**src/rtl/ssg_pkg.sv**
```systemverilog
package ssg_pkg;
  typedef enum logic {DIR_RISE = 1'b0, DIR_FALL = 1'b1} ssg_dir_e;

  // offset step per ramp update, floored so full scale stays at or under 0.5%
  function automatic int unsigned ssg_step_size(int unsigned nom_div, int unsigned half_steps);
    return (nom_div * 5 / 1000) / half_steps;
  endfunction
endpackage

```
**src/rtl/ssg_step_timer.sv**
```systemverilog
module ssg_step_timer #(
  parameter int unsigned STEP_CLKS = 3
) (
  input  logic clk_i,
  input  logic rst_ni,
  input  logic en_i,
  output logic tick_o
);
  localparam int unsigned CNT_W = (STEP_CLKS > 1) ? $clog2(STEP_CLKS) : 1;
  localparam logic [CNT_W-1:0] LAST = CNT_W'(STEP_CLKS - 1);

  logic [CNT_W-1:0] cnt_q;

  assign tick_o = en_i && (cnt_q == LAST);

  always_ff @(posedge clk_i or negedge rst_ni) begin
    if (!rst_ni)                cnt_q <= '0;
    else if (!en_i || tick_o)   cnt_q <= '0;
    else                        cnt_q <= cnt_q + 1'b1;
  end
endmodule

```
**src/rtl/ssg_ramp.sv**
```systemverilog
module ssg_ramp
  import ssg_pkg::*;
#(
  parameter int unsigned HALF_STEPS = 16,
  parameter int unsigned LVL_W      = $clog2(HALF_STEPS + 1)
) (
  input  logic             clk_i,
  input  logic             rst_ni,
  input  logic             en_i,
  input  logic             tick_i,
  output logic [LVL_W-1:0] lvl_o,
  output ssg_dir_e         dir_o
);
  localparam logic [LVL_W-1:0] TOP = LVL_W'(HALF_STEPS);

  logic [LVL_W-1:0] lvl_q;
  ssg_dir_e         dir_q;

  // level = down amount in steps; DIR_RISE walks it toward zero
  always_ff @(posedge clk_i or negedge rst_ni) begin
    if (!rst_ni) begin
      lvl_q <= TOP;
      dir_q <= DIR_RISE;
    end else if (!en_i) begin
      lvl_q <= TOP;
      dir_q <= DIR_RISE;
    end else if (tick_i) begin
      if (dir_q == DIR_RISE) begin
        if (lvl_q == '0) begin
          lvl_q <= LVL_W'(1);
          dir_q <= DIR_FALL;
        end else begin
          lvl_q <= lvl_q - 1'b1;
        end
      end else begin
        if (lvl_q == TOP) begin
          lvl_q <= TOP - 1'b1;
          dir_q <= DIR_RISE;
        end else begin
          lvl_q <= lvl_q + 1'b1;
        end
      end
    end
  end

  assign lvl_o = lvl_q;
  assign dir_o = dir_q;
endmodule

```
**src/rtl/ssg_scale.sv**
```systemverilog
module ssg_scale
  import ssg_pkg::*;
#(
  parameter int unsigned LVL_W = 5,
  parameter int unsigned OFF_W = 13,
  parameter int unsigned STEP  = 256
) (
  input  logic             clk_i,
  input  logic             rst_ni,
  input  logic             en_i,
  input  logic [LVL_W-1:0] lvl_i,
  input  ssg_dir_e         dir_i,
  output logic [OFF_W-1:0] offset_o,
  output logic             falling_o
);
  localparam logic [OFF_W-1:0] STEP_W = OFF_W'(STEP);

  logic [OFF_W-1:0] offset_q;
  logic             falling_q;

  always_ff @(posedge clk_i or negedge rst_ni) begin
    if (!rst_ni) begin
      offset_q  <= '0;
      falling_q <= 1'b0;
    end else if (!en_i) begin
      offset_q  <= '0;
      falling_q <= 1'b0;
    end else begin
      offset_q  <= OFF_W'(lvl_i) * STEP_W;
      falling_q <= (dir_i == DIR_FALL);
    end
  end

  assign offset_o  = offset_q;
  assign falling_o = falling_q;
endmodule

```
**src/rtl/tri_spread_gen.sv**
```systemverilog
module tri_spread_gen
  import ssg_pkg::*;
#(
  parameter int unsigned NOM_DIV    = 819200,  // nominal divide, 12 fraction bits
  parameter int unsigned HALF_STEPS = 16,
  parameter int unsigned STEP_CLKS  = 3,
  parameter int unsigned OFF_W      = $clog2(ssg_step_size(NOM_DIV, HALF_STEPS) * HALF_STEPS + 1)
) (
  input  logic             clk_i,
  input  logic             rst_ni,
  input  logic             spread_en_i,
  output logic [OFF_W-1:0] offset_o,
  output logic             falling_o
);
  localparam int unsigned STEP  = ssg_step_size(NOM_DIV, HALF_STEPS);
  localparam int unsigned LVL_W = $clog2(HALF_STEPS + 1);

  logic             tick;
  logic [LVL_W-1:0] lvl;
  ssg_dir_e         dir;

  ssg_step_timer #(.STEP_CLKS(STEP_CLKS)) u_timer (
    .clk_i  (clk_i),
    .rst_ni (rst_ni),
    .en_i   (spread_en_i),
    .tick_o (tick)
  );

  ssg_ramp #(.HALF_STEPS(HALF_STEPS), .LVL_W(LVL_W)) u_ramp (
    .clk_i  (clk_i),
    .rst_ni (rst_ni),
    .en_i   (spread_en_i),
    .tick_i (tick),
    .lvl_o  (lvl),
    .dir_o  (dir)
  );

  ssg_scale #(.LVL_W(LVL_W), .OFF_W(OFF_W), .STEP(STEP)) u_scale (
    .clk_i     (clk_i),
    .rst_ni    (rst_ni),
    .en_i      (spread_en_i),
    .lvl_i     (lvl),
    .dir_i     (dir),
    .offset_o  (offset_o),
    .falling_o (falling_o)
  );
endmodule

```
**config.mk**
```make
export PLATFORM = sky130hd
export DESIGN_NAME = tri_spread_gen
export DESIGN_NICKNAME = d
export VERILOG_FILES = /design/src/rtl/ssg_pkg.sv /design/src/rtl/ssg_step_timer.sv /design/src/rtl/ssg_ramp.sv /design/src/rtl/ssg_scale.sv /design/src/rtl/tri_spread_gen.sv
export SDC_FILE = /design/constraint.sdc
export NUM_CORES = 1
export LEC_CHECK = 0
export ABC_AREA = 1
export BUFFER_PORTS_ARGS = -buffer_cell sky130_fd_sc_hd__buf_4
export CAP_MARGIN = 20
export CORE_UTILIZATION = 35
export CTS_CLUSTER_SIZE = 30
export DETAILED_ROUTE_END_ITERATION = 16
export HOLD_SLACK_MARGIN = 0.03
export PLACE_DENSITY_LB_ADDON = 0.08
export SLEW_MARGIN = 25
export SYNTH_ARGS = -nofsm -noshare
export SYNTH_HDL_FRONTEND = slang
export SYNTH_SLANG_ARGS = --single-unit
export TNS_END_PERCENT = 100
```
**constraint.sdc**
```tcl
create_clock -name clk_i -period 2.9 [get_ports clk_i]
set_clock_uncertainty 0.15 [all_clocks]
set_input_delay 0.435 -clock clk_i [delete_from_list [all_inputs] [get_ports clk_i]]
set_output_delay 0.435 -clock clk_i [all_outputs]
set_load 0.02 [all_outputs]
```
==> results of run 1 <==
[cell type report]
class / count / area [um2] / area share, %
Clock buffer: 4 / 36.3 / 4.04
Inverter: 15 / 56.3 / 6.27
Multi-Input combinational cell: 66 / 349 / 38.9
Sequential cell: 14 / 352 / 39.1
Tap cell: 28 / 35.0 / 3.90
Timing Repair Buffer: 9 / 70.1 / 7.80
[power groups by stage]
| stage | clock (mW) | sequential, mW | combinational [mW] |
|---|---|---|---|
| floorplan | 0 | 0.266 | 0.178 |
| global placement | 0 | 0.269 | 0.217 |
| detailed placement | 0 | 0.270 | 0.217 |
| CTS | 0.145 | 0.266 | 0.219 |
| global route | 0.157 | 0.271 | 0.243 |
| finish | 0.141 | 0.266 | 0.216 |
[metal layers]
layer | vias to the layer above | share of wire [%]
met3 | 2 | 3.3
met2 | 10 | 51
li1 | 310 | -
met5 | - | 0
met1 | 291 | 45
met4 | 0 | 0.81
[Yosys cell counts, types with 3 or more instances]
master    n
nand2_1  23
ha_1      3
o21ai_1   3
buf_4     8
dfrtp_1  13
nand3_1  13
inv_1    15
[per-stage QoR]
step	total power, mW	instances	worst slack (ns)	hold WS, ns	cell area, um2
floorplan	0.444	105	1.44	-0.0106	840
detailed placement	0.487	131	1.33	0.145	852
global placement	0.486	131	1.36	0.144	852
finish	0.622	136	1.30	0.274	898
global route	0.670	136	1.19	0.277	898
CTS	0.630	136	1.31	0.270	898
[sequential cells by signal, indices dropped and copies added, names as in the netlist]
signal,flops
u_ramp.dir_o,1
u_ramp.lvl_o,5
u_scale.falling_o,1
u_scale.offset_o,5
u_timer.cnt_q,2
[path summary, 6_finish.rpt]
| check | endpoint | slack, ns | cells after the start |
|---|---|---|---|
| worst min-delay path | u_timer.cnt_q[0]$_DFF_PN0_ | 0.27 | 1 |
| worst min register to register | u_timer.cnt_q[0]$_DFF_PN0_ | 0.27 | 1 |
| max in group asynchronous | u_ramp.lvl_o[4]$_DFFE_PN1N_ | 1.98 | 2 |
| min in group asynchronous | u_scale.offset_o[8]$_DFF_PN0_ | 0.38 | 2 |
| worst max-delay path | u_ramp.lvl_o[2]$_DFFE_PN0N_ | 1.30 | 7 |
| worst max register to register | u_ramp.lvl_o[2]$_DFFE_PN0N_ | 1.30 | 7 |
[critical path, delay by kind of cell (launching register included)]
family,cells,cell delay [ns]
flops,1,0.47
simple gates,5,0.48
fa+ha+maj,1,0.29
buf+inv,1,0.13
[cell families (layout without fill, tap and decap cells)]
| logic type | count (synthesis) | in the layout | synth area share, % |
|---|---|---|---|
| and+or+nand+nor | 48 | 48 | 29.4 |
| buffers and inverters | 25 | 28 | 17.1 |
| DFF | 14 | 14 | 43.2 |
| AOI/OAI and AO/OA | 6 | 6 | 4.15 |
| adders and majority gates | 3 | 3 | 4.62 |
| other | 1 | 8 | 0.461 |
| xor gates and xnor gates | 1 | 1 | 1.08 |
[layout by cell type, fill, tap and decap left out]
cell           instances
xnor2_1                1
or2_1                  1
buf_4                  8
nand2_2                2
nor2_4                 2
nand3_2                2
nor2_2                 1
clkbuf_8               1
ha_1                   3
dfstp_2                1
a21oi_1                1
dlygate4sd3_1          1
o21ai_2                1
nand4_1                2
inv_1                 15
o21ai_0                1
conb_1                 8
dfrtp_1               13
o21ai_1                3
clkbuf_4               3
nand3_1               13
nor2_1                 2
nand2_1               23
==> results by stage, run 1 <==
Worst setup path:
- STA puts the critical path data required time at between 2 and 3 ns.
- The worst setup path is launched from a flop.
- Walking the worst path, the cells encountered are inv_1 -> ha_1 -> or2_1 -> nand3_1 -> nand2_1 -> nand3_1 -> nand2_1.
- The critical path is of the flop to flop type.
- The most critical setup path has its startpoint at u_ramp.lvl_o[0]$_DFFE_PN0N_.
- The critical path endpoint category is a flop.
- In this design, the stage delay of the slowest critical-path cell is about 0.47 ns.
- In this run the worst path has a maximum fanout of 7.
- The data arrival time at the worst-slack endpoint is around 1.6 ns.
- The startpoint identified for the worst register-to-register timing path is u_ramp.lvl_o[0]$_DFFE_PN0N_.
- The highest-delay cell along the critical path is dfrtp_1.

Route:
- Dividing the detail-routed via count by the number of cells gives ~4.5.
- In the routed design, unresolved DRC markers number 0.
- After detailed routing, the average wire length per cell comes to around 11 um.
- The first detailed-routing pass took 4 iterations.
- The remaining antenna violation count after routing is 0.
- The via total after detailed routing is just over 600.
- For this block, the routed nets add up to between 1 and 1.5 mm of wire.
- The DRC violation total after the first TritonRoute iteration is 11.

CTS:
- The longest clock path from root to sink contains 2 buffers.
- The clock tree from TritonCTS is built.
- Buffers inserted to repair hold after CTS numbered 1.
- The clock slew at the register clock pins of the worst setup and hold paths is roughly 0.09 ns.
- The number of buffers added by the clock tree synthesis step is 3.
- The number of buffers added for setup after CTS is 0.
- The count of cells resized by post-cts repair is 0.
- The master cell of the clock root buffer is clkbuf_4.
- The worst-skew pair later-pin latency is 0.28 ns.
- The clock net sink count is 14.
- In this run the number of H-tree levels came out at 1.

GRT:
- Global routing consumed, on the met1 layer, between 15 and 20% of the routing resources.
- The initial antenna violation count is 0.
- The most congested layer reported by global routing is met2.
- The total overflow left after global routing is 0.
- The pin count of the biggest net entering global routing is 15.
- The met3 usage is approximately 2.7%.
- The global-route wire length before repair is ~2.5 mm.
- Global routing used between 10 and 15% of the available tracks.
- The global routing usage on met2 is 22.7%.
- The via count of the first global-routing pass is between 500 and 600.

Floorplan:
- The initial utilization of the core area, before any placement, comes to 37.1%.
- The floorplan step set the die width to roughly 50 um.
- The die span in y is between 50 and 60 um.
- The die covers 2520 um2.
- The number of cell rows is 17.
- The count of pins on the block boundary is 17.
- The total area inside the core boundary comes to approximately 2200 um2.

Cells and area:
- The count of antenna diodes in the layout is 0.
- The relative area change from synthesis to final layout is 10.5%.
- Cells fill 41.0% of the core in the end.
- In the final layout, the share of cells above drive strength 1 is roughly a fifth.
- The number of filler instances in the final layout is ~230.
- The final-stage net count is roughly 120.

Power and ir drop:
- The share of total power dissipated in combinational logic is between 30% and 40%.
- For this design the ratio of total power to cell area is between 600 and 700 nW/um2.
- The sequential group share of total power is 42.7%.
- VDD sags by at most between 0.0003 and 0.0004 V.
- The proportion of total power due to net switching is 38.1%.
- Summed over all cells, the static leakage comes to approximately 0.52 nW.
- Summed over all nets, the switching power comes to roughly 0.24 mW.
- The clock power share is between 20% and 30%.
- The internal power of the cells totals 0.386 mW.

Yosys:
- The synthesized instance count is 98.
- Of all cell types, the one taking the most synthesized area is dfrtp_1.
- The average instance in the mapped netlist occupies 8.30 um2.
- The synthesized netlist occupies a cell area of 813 um2.
- The distinct cell type count of the synthesized netlist is 21.
- During synthesis, Yosys emitted a total of 0 warnings.
- By area the synthesized netlist is led by dfrtp_1, nand2_1, nand3_1.
- The most used flip-flop cell after synthesis is dfrtp_1.
- The count of flip-flops with a built-in enable after synthesis is 0.
- The synthesized design devotes to its leading area cell type around 40% of total area.
- The fraction of registers with async set or reset after synthesis is 100%.
- Counting flops and latches in the post-synthesis netlist gives 14.
- The share of synthesized area occupied by flip-flops and latches is 43.2%.

Hold path:
- In this run the most critical hold path is launched from u_timer.cnt_q[0]$_DFF_PN0_.
- The path category of the worst min-delay check is flop to flop.

STA:
- The routed design could run at a clock period as short as between 1.5 and 2 ns.
- The final count of hold timing violations is 0.
- The final setup TNS is 0 ns.
- The fraction of the cycle the final worst path needs is 55.3%.
- The final number of setup-violating endpoints is 0.
- Setup repair after global routing left no endpoint under its margin.
- The final number of max-transition violations is 0.
- For this run, the top clock speed supported by timing is slightly above 600 MHz.

Placed design:
- Input and output buffers added on the ports amount to 8.
- The final RePlAce weighted congestion is 0.792.
- Once detailed placement completed, the half-perimeter wirelength came to between 1 and 1.5 mm.

Job:
- The number of max-cap violations is 0.

Run status:
- The run finished with clean final reports.
(Power assumes the default switching activity.)
==> inputs of run 2 (changes only) <==
==> constraint.sdc (replaced) <==
create_clock -name clk_i -period 1.6 [get_ports clk_i]
set_clock_uncertainty 0.15 [all_clocks]
set_input_delay 0.24 -clock clk_i [delete_from_list [all_inputs] [get_ports clk_i]]
set_output_delay 0.24 -clock clk_i [all_outputs]
set_load 0.02 [all_outputs]
==> results by stage, run 2 (synthesized netlist as in run 1, its figures left out) <==
Worst setup path:
- The critical-path maximum fanout is 5 (-2).
- The longest individual stage delay on the worst path is 0.35 ns (-0.12 ns).
- The category of the critical setup timing path is flop to flop.
- Broken down by cell family, the worst path's largest delay share belongs to simple AND/OR/NAND/NOR gates.
- The data required time at the worst endpoint came to 1.63 ns (-1.30 ns).
- STA classifies the critical path endpoint as a flop.
- The data arrival time at the worst-slack endpoint is 1.45 ns (-0.18 ns).
- The combined buffer and inverter count along the critical path is 1 (unchanged).
- In this run the worst setup path begins at u_ramp.lvl_o[0]$_DFFE_PN0N_.
- The launch instance of the worst register-to-register path is u_ramp.lvl_o[0]$_DFFE_PN0N_.
- Traced cell by cell, the critical path runs through inv_1 -> ha_1 -> or2_1 -> nand3_1 -> nand2_1 -> nand3_1 -> nand2_1.
- Among all stages on the critical path, the largest delay is contributed by dfrtp_1.
- The worst setup path is launched from a flop.

Cells and area:
- The fraction of layout instances using a drive strength above 1 is 20.9% (+1.5 points).
- The library cell used most frequently in the layout, excluding fill and tap cells, is nand2_1.
- The number of filler instances in the final layout is 235 (+0.86%).
- In the layout the commonest cells are nand2_1, inv_1, nand3_1, dfrtp_1, buf_4.
- From synthesis to final layout, the design area changed by 12.3%.
- The final-stage net count is 117 (+1.7%).
- The count of antenna diodes in the layout is 0 (unchanged).

CTS:
- The worst-skew pair later-pin latency is 0.28 ns (about the same).
- The count of cells resized by post-cts repair is 0 (unchanged).
- The clock slew at the register clock pins of the worst setup and hold paths is 0.09 ns (about the same).
- The deepest level of the CTS H-tree is 1 (unchanged).
- The number of buffers added by the clock tree synthesis step is 3 (unchanged).
- TritonCTS built the clock tree.
- The clock net sink count is 14 (unchanged).
- In this run the clock root is driven by a clkbuf_4.
- The maximum buffer depth of the clock tree came to 2 (unchanged).

Floorplan:
- The count of pins on the block boundary was 17 (unchanged).
- The number of cell rows is 17 (unchanged).
- The die boundary width is 50.2 um (unchanged).
- The initial core utilization was 37.1% (unchanged).
- The area of the placeable core came to 2190 um2 (unchanged).
- The die span in y is 50.2 um (unchanged).
- The area of the die is 2520 um2 (unchanged).

STA:
- The fraction of the cycle the final worst path needs was 89.0% (+34 points).
- Setup repair after global routing left no endpoint under its margin.
- The final count of hold timing violations came to 0 (unchanged).
- The final critical path time including I/O delays and setup is 1.42 ns (-0.180 ns).
- The final number of setup-violating endpoints is 0 (unchanged).
- The final setup TNS is 0 ns (unchanged).
- The worst-case hold slack is 0.0680 ns (-0.206 ns).
- The final number of max-transition violations came to 0 (unchanged).
- The upper clock frequency limit is 703 MHz (+13%).

Hold path:
- The path category of the worst min-delay check is input port to flop.
- The source of the worst hold timing path is spread_en_i.

GRT:
- The initial antenna violation count is 0 (unchanged).
- The pin count of the biggest net entering global routing came to 15 (unchanged).
- The global-route wire length before repair is 2.37 mm (-4.2%).
- The global router's overall resource usage is 12.7% (-0.73 points).
- The via count of the first global-routing pass was 524 (-6.3%).
- The leftover overflow at the end of global routing came to 0 (unchanged).

Route:
- The via total after detailed routing is 605 (-1.3%).
- The number of iterations in the first detailed-routing pass is 4 (unchanged).
- The DRC violation total after the first TritonRoute iteration is 19 (+8).
- The detail-routed via count per cell is 4.38 (-2.7%).
- The number of design rule violations left after detail routing was 0 (unchanged).
- The remaining antenna violation count after routing came to 0 (unchanged).
- The sum of routed wire length over all layers is 1.41 mm (-5.2%).
- The average detailed-routed wire length per instance is 10.2 um (-6.6%).

Placed design:
- The final RePlAce weighted congestion is 0.808 (+2.0%).
- The number of I/O port buffers was 8 (unchanged).
- The HPWL after detailed placement is 1.04 mm (-8.0%).

Power and ir drop:
- The peak supply drop was 0.000688 V (+120%).
- The leakage power figure is 0.528 nW (+2.1%).
- The total power per unit cell area is 1250 nW/um2 (+80%).

Run status:
- The flow ran to the end, and the final reports show no timing, DRC or antenna violations.

Job:
- The number of max-cap violations is 0 (unchanged).
## run 2: tightest hold or removal path, stage by stage
cell and delay (ns):
buf_4 0.13, nand2_1 0.06, inv_1 0.04
## run 2: final cells by class
class	instances	area, um2	area share [%]
sequential	14	352	38.5
timing repair buffer	11	85.1	9.32
tap	28	35.0	3.84
multi-input combinational	66	349	38.2
inverter	15	56.3	6.16
clock buffer	4	36.3	3.97
## run 2: report_power, final
part / internal (mW) / switching (mW)
Sequential: 0.413 / 0.0546
Combinational: 0.158 / 0.257
Clock: 0.138 / 0.119
## run 2: timing repair
| item | CTS | global route |
|---|---|---|
| hold buffers | 1 | 0 |
| setup buffers | 0 | 0 |
| endpoints found under the hold margin | 14 | 0 |
## run 2: metrics by stage
stage | utilization (%) | setup slack, ns | instances | cell area, um2 | power, mW
5_1_grt | 41.7 | 0.0818 | 138 | 913 | 1.23
6_report | 41.7 | 0.177 | 138 | 913 | 1.14
2_1_floorplan | - | 0.139 | 105 | 840 | 0.805
3_5_place_dp | 39.6 | 0.189 | 133 | 867 | 0.889
3_3_place_gp | 39.6 | 0.204 | 133 | 867 | 0.890
4_1_cts | 41.7 | 0.173 | 138 | 913 | 1.15
## run 2: layer usage
layer,vias to the layer above,share of wire [%],GRT usage (%)
li1,313,-,-
met1,276,48,16.0
met2,12,47,20.7
met3,4,3.5,2.73
met4,0,1.3,5.71
met5,-,0,0
## run 2: path summary, 6_finish.rpt
check | to | slack, ns | depth (start not counted)
hold reg to reg | u_timer.cnt_q[0]$_DFF_PN0_ | 0.28 | 1
setup reg to reg | u_ramp.lvl_o[2]$_DFFE_PN0N_ | 0.18 | 7
max in group asynchronous | u_ramp.lvl_o[4]$_DFFE_PN1N_ | 0.87 | 2
hold / removal | u_scale.offset_o[9]$_DFF_PN0_ | 0.07 | 3
min in group asynchronous | u_scale.offset_o[11]$_DFF_PN0_ | 0.19 | 2
setup / recovery | u_ramp.lvl_o[2]$_DFFE_PN0N_ | 0.18 | 7
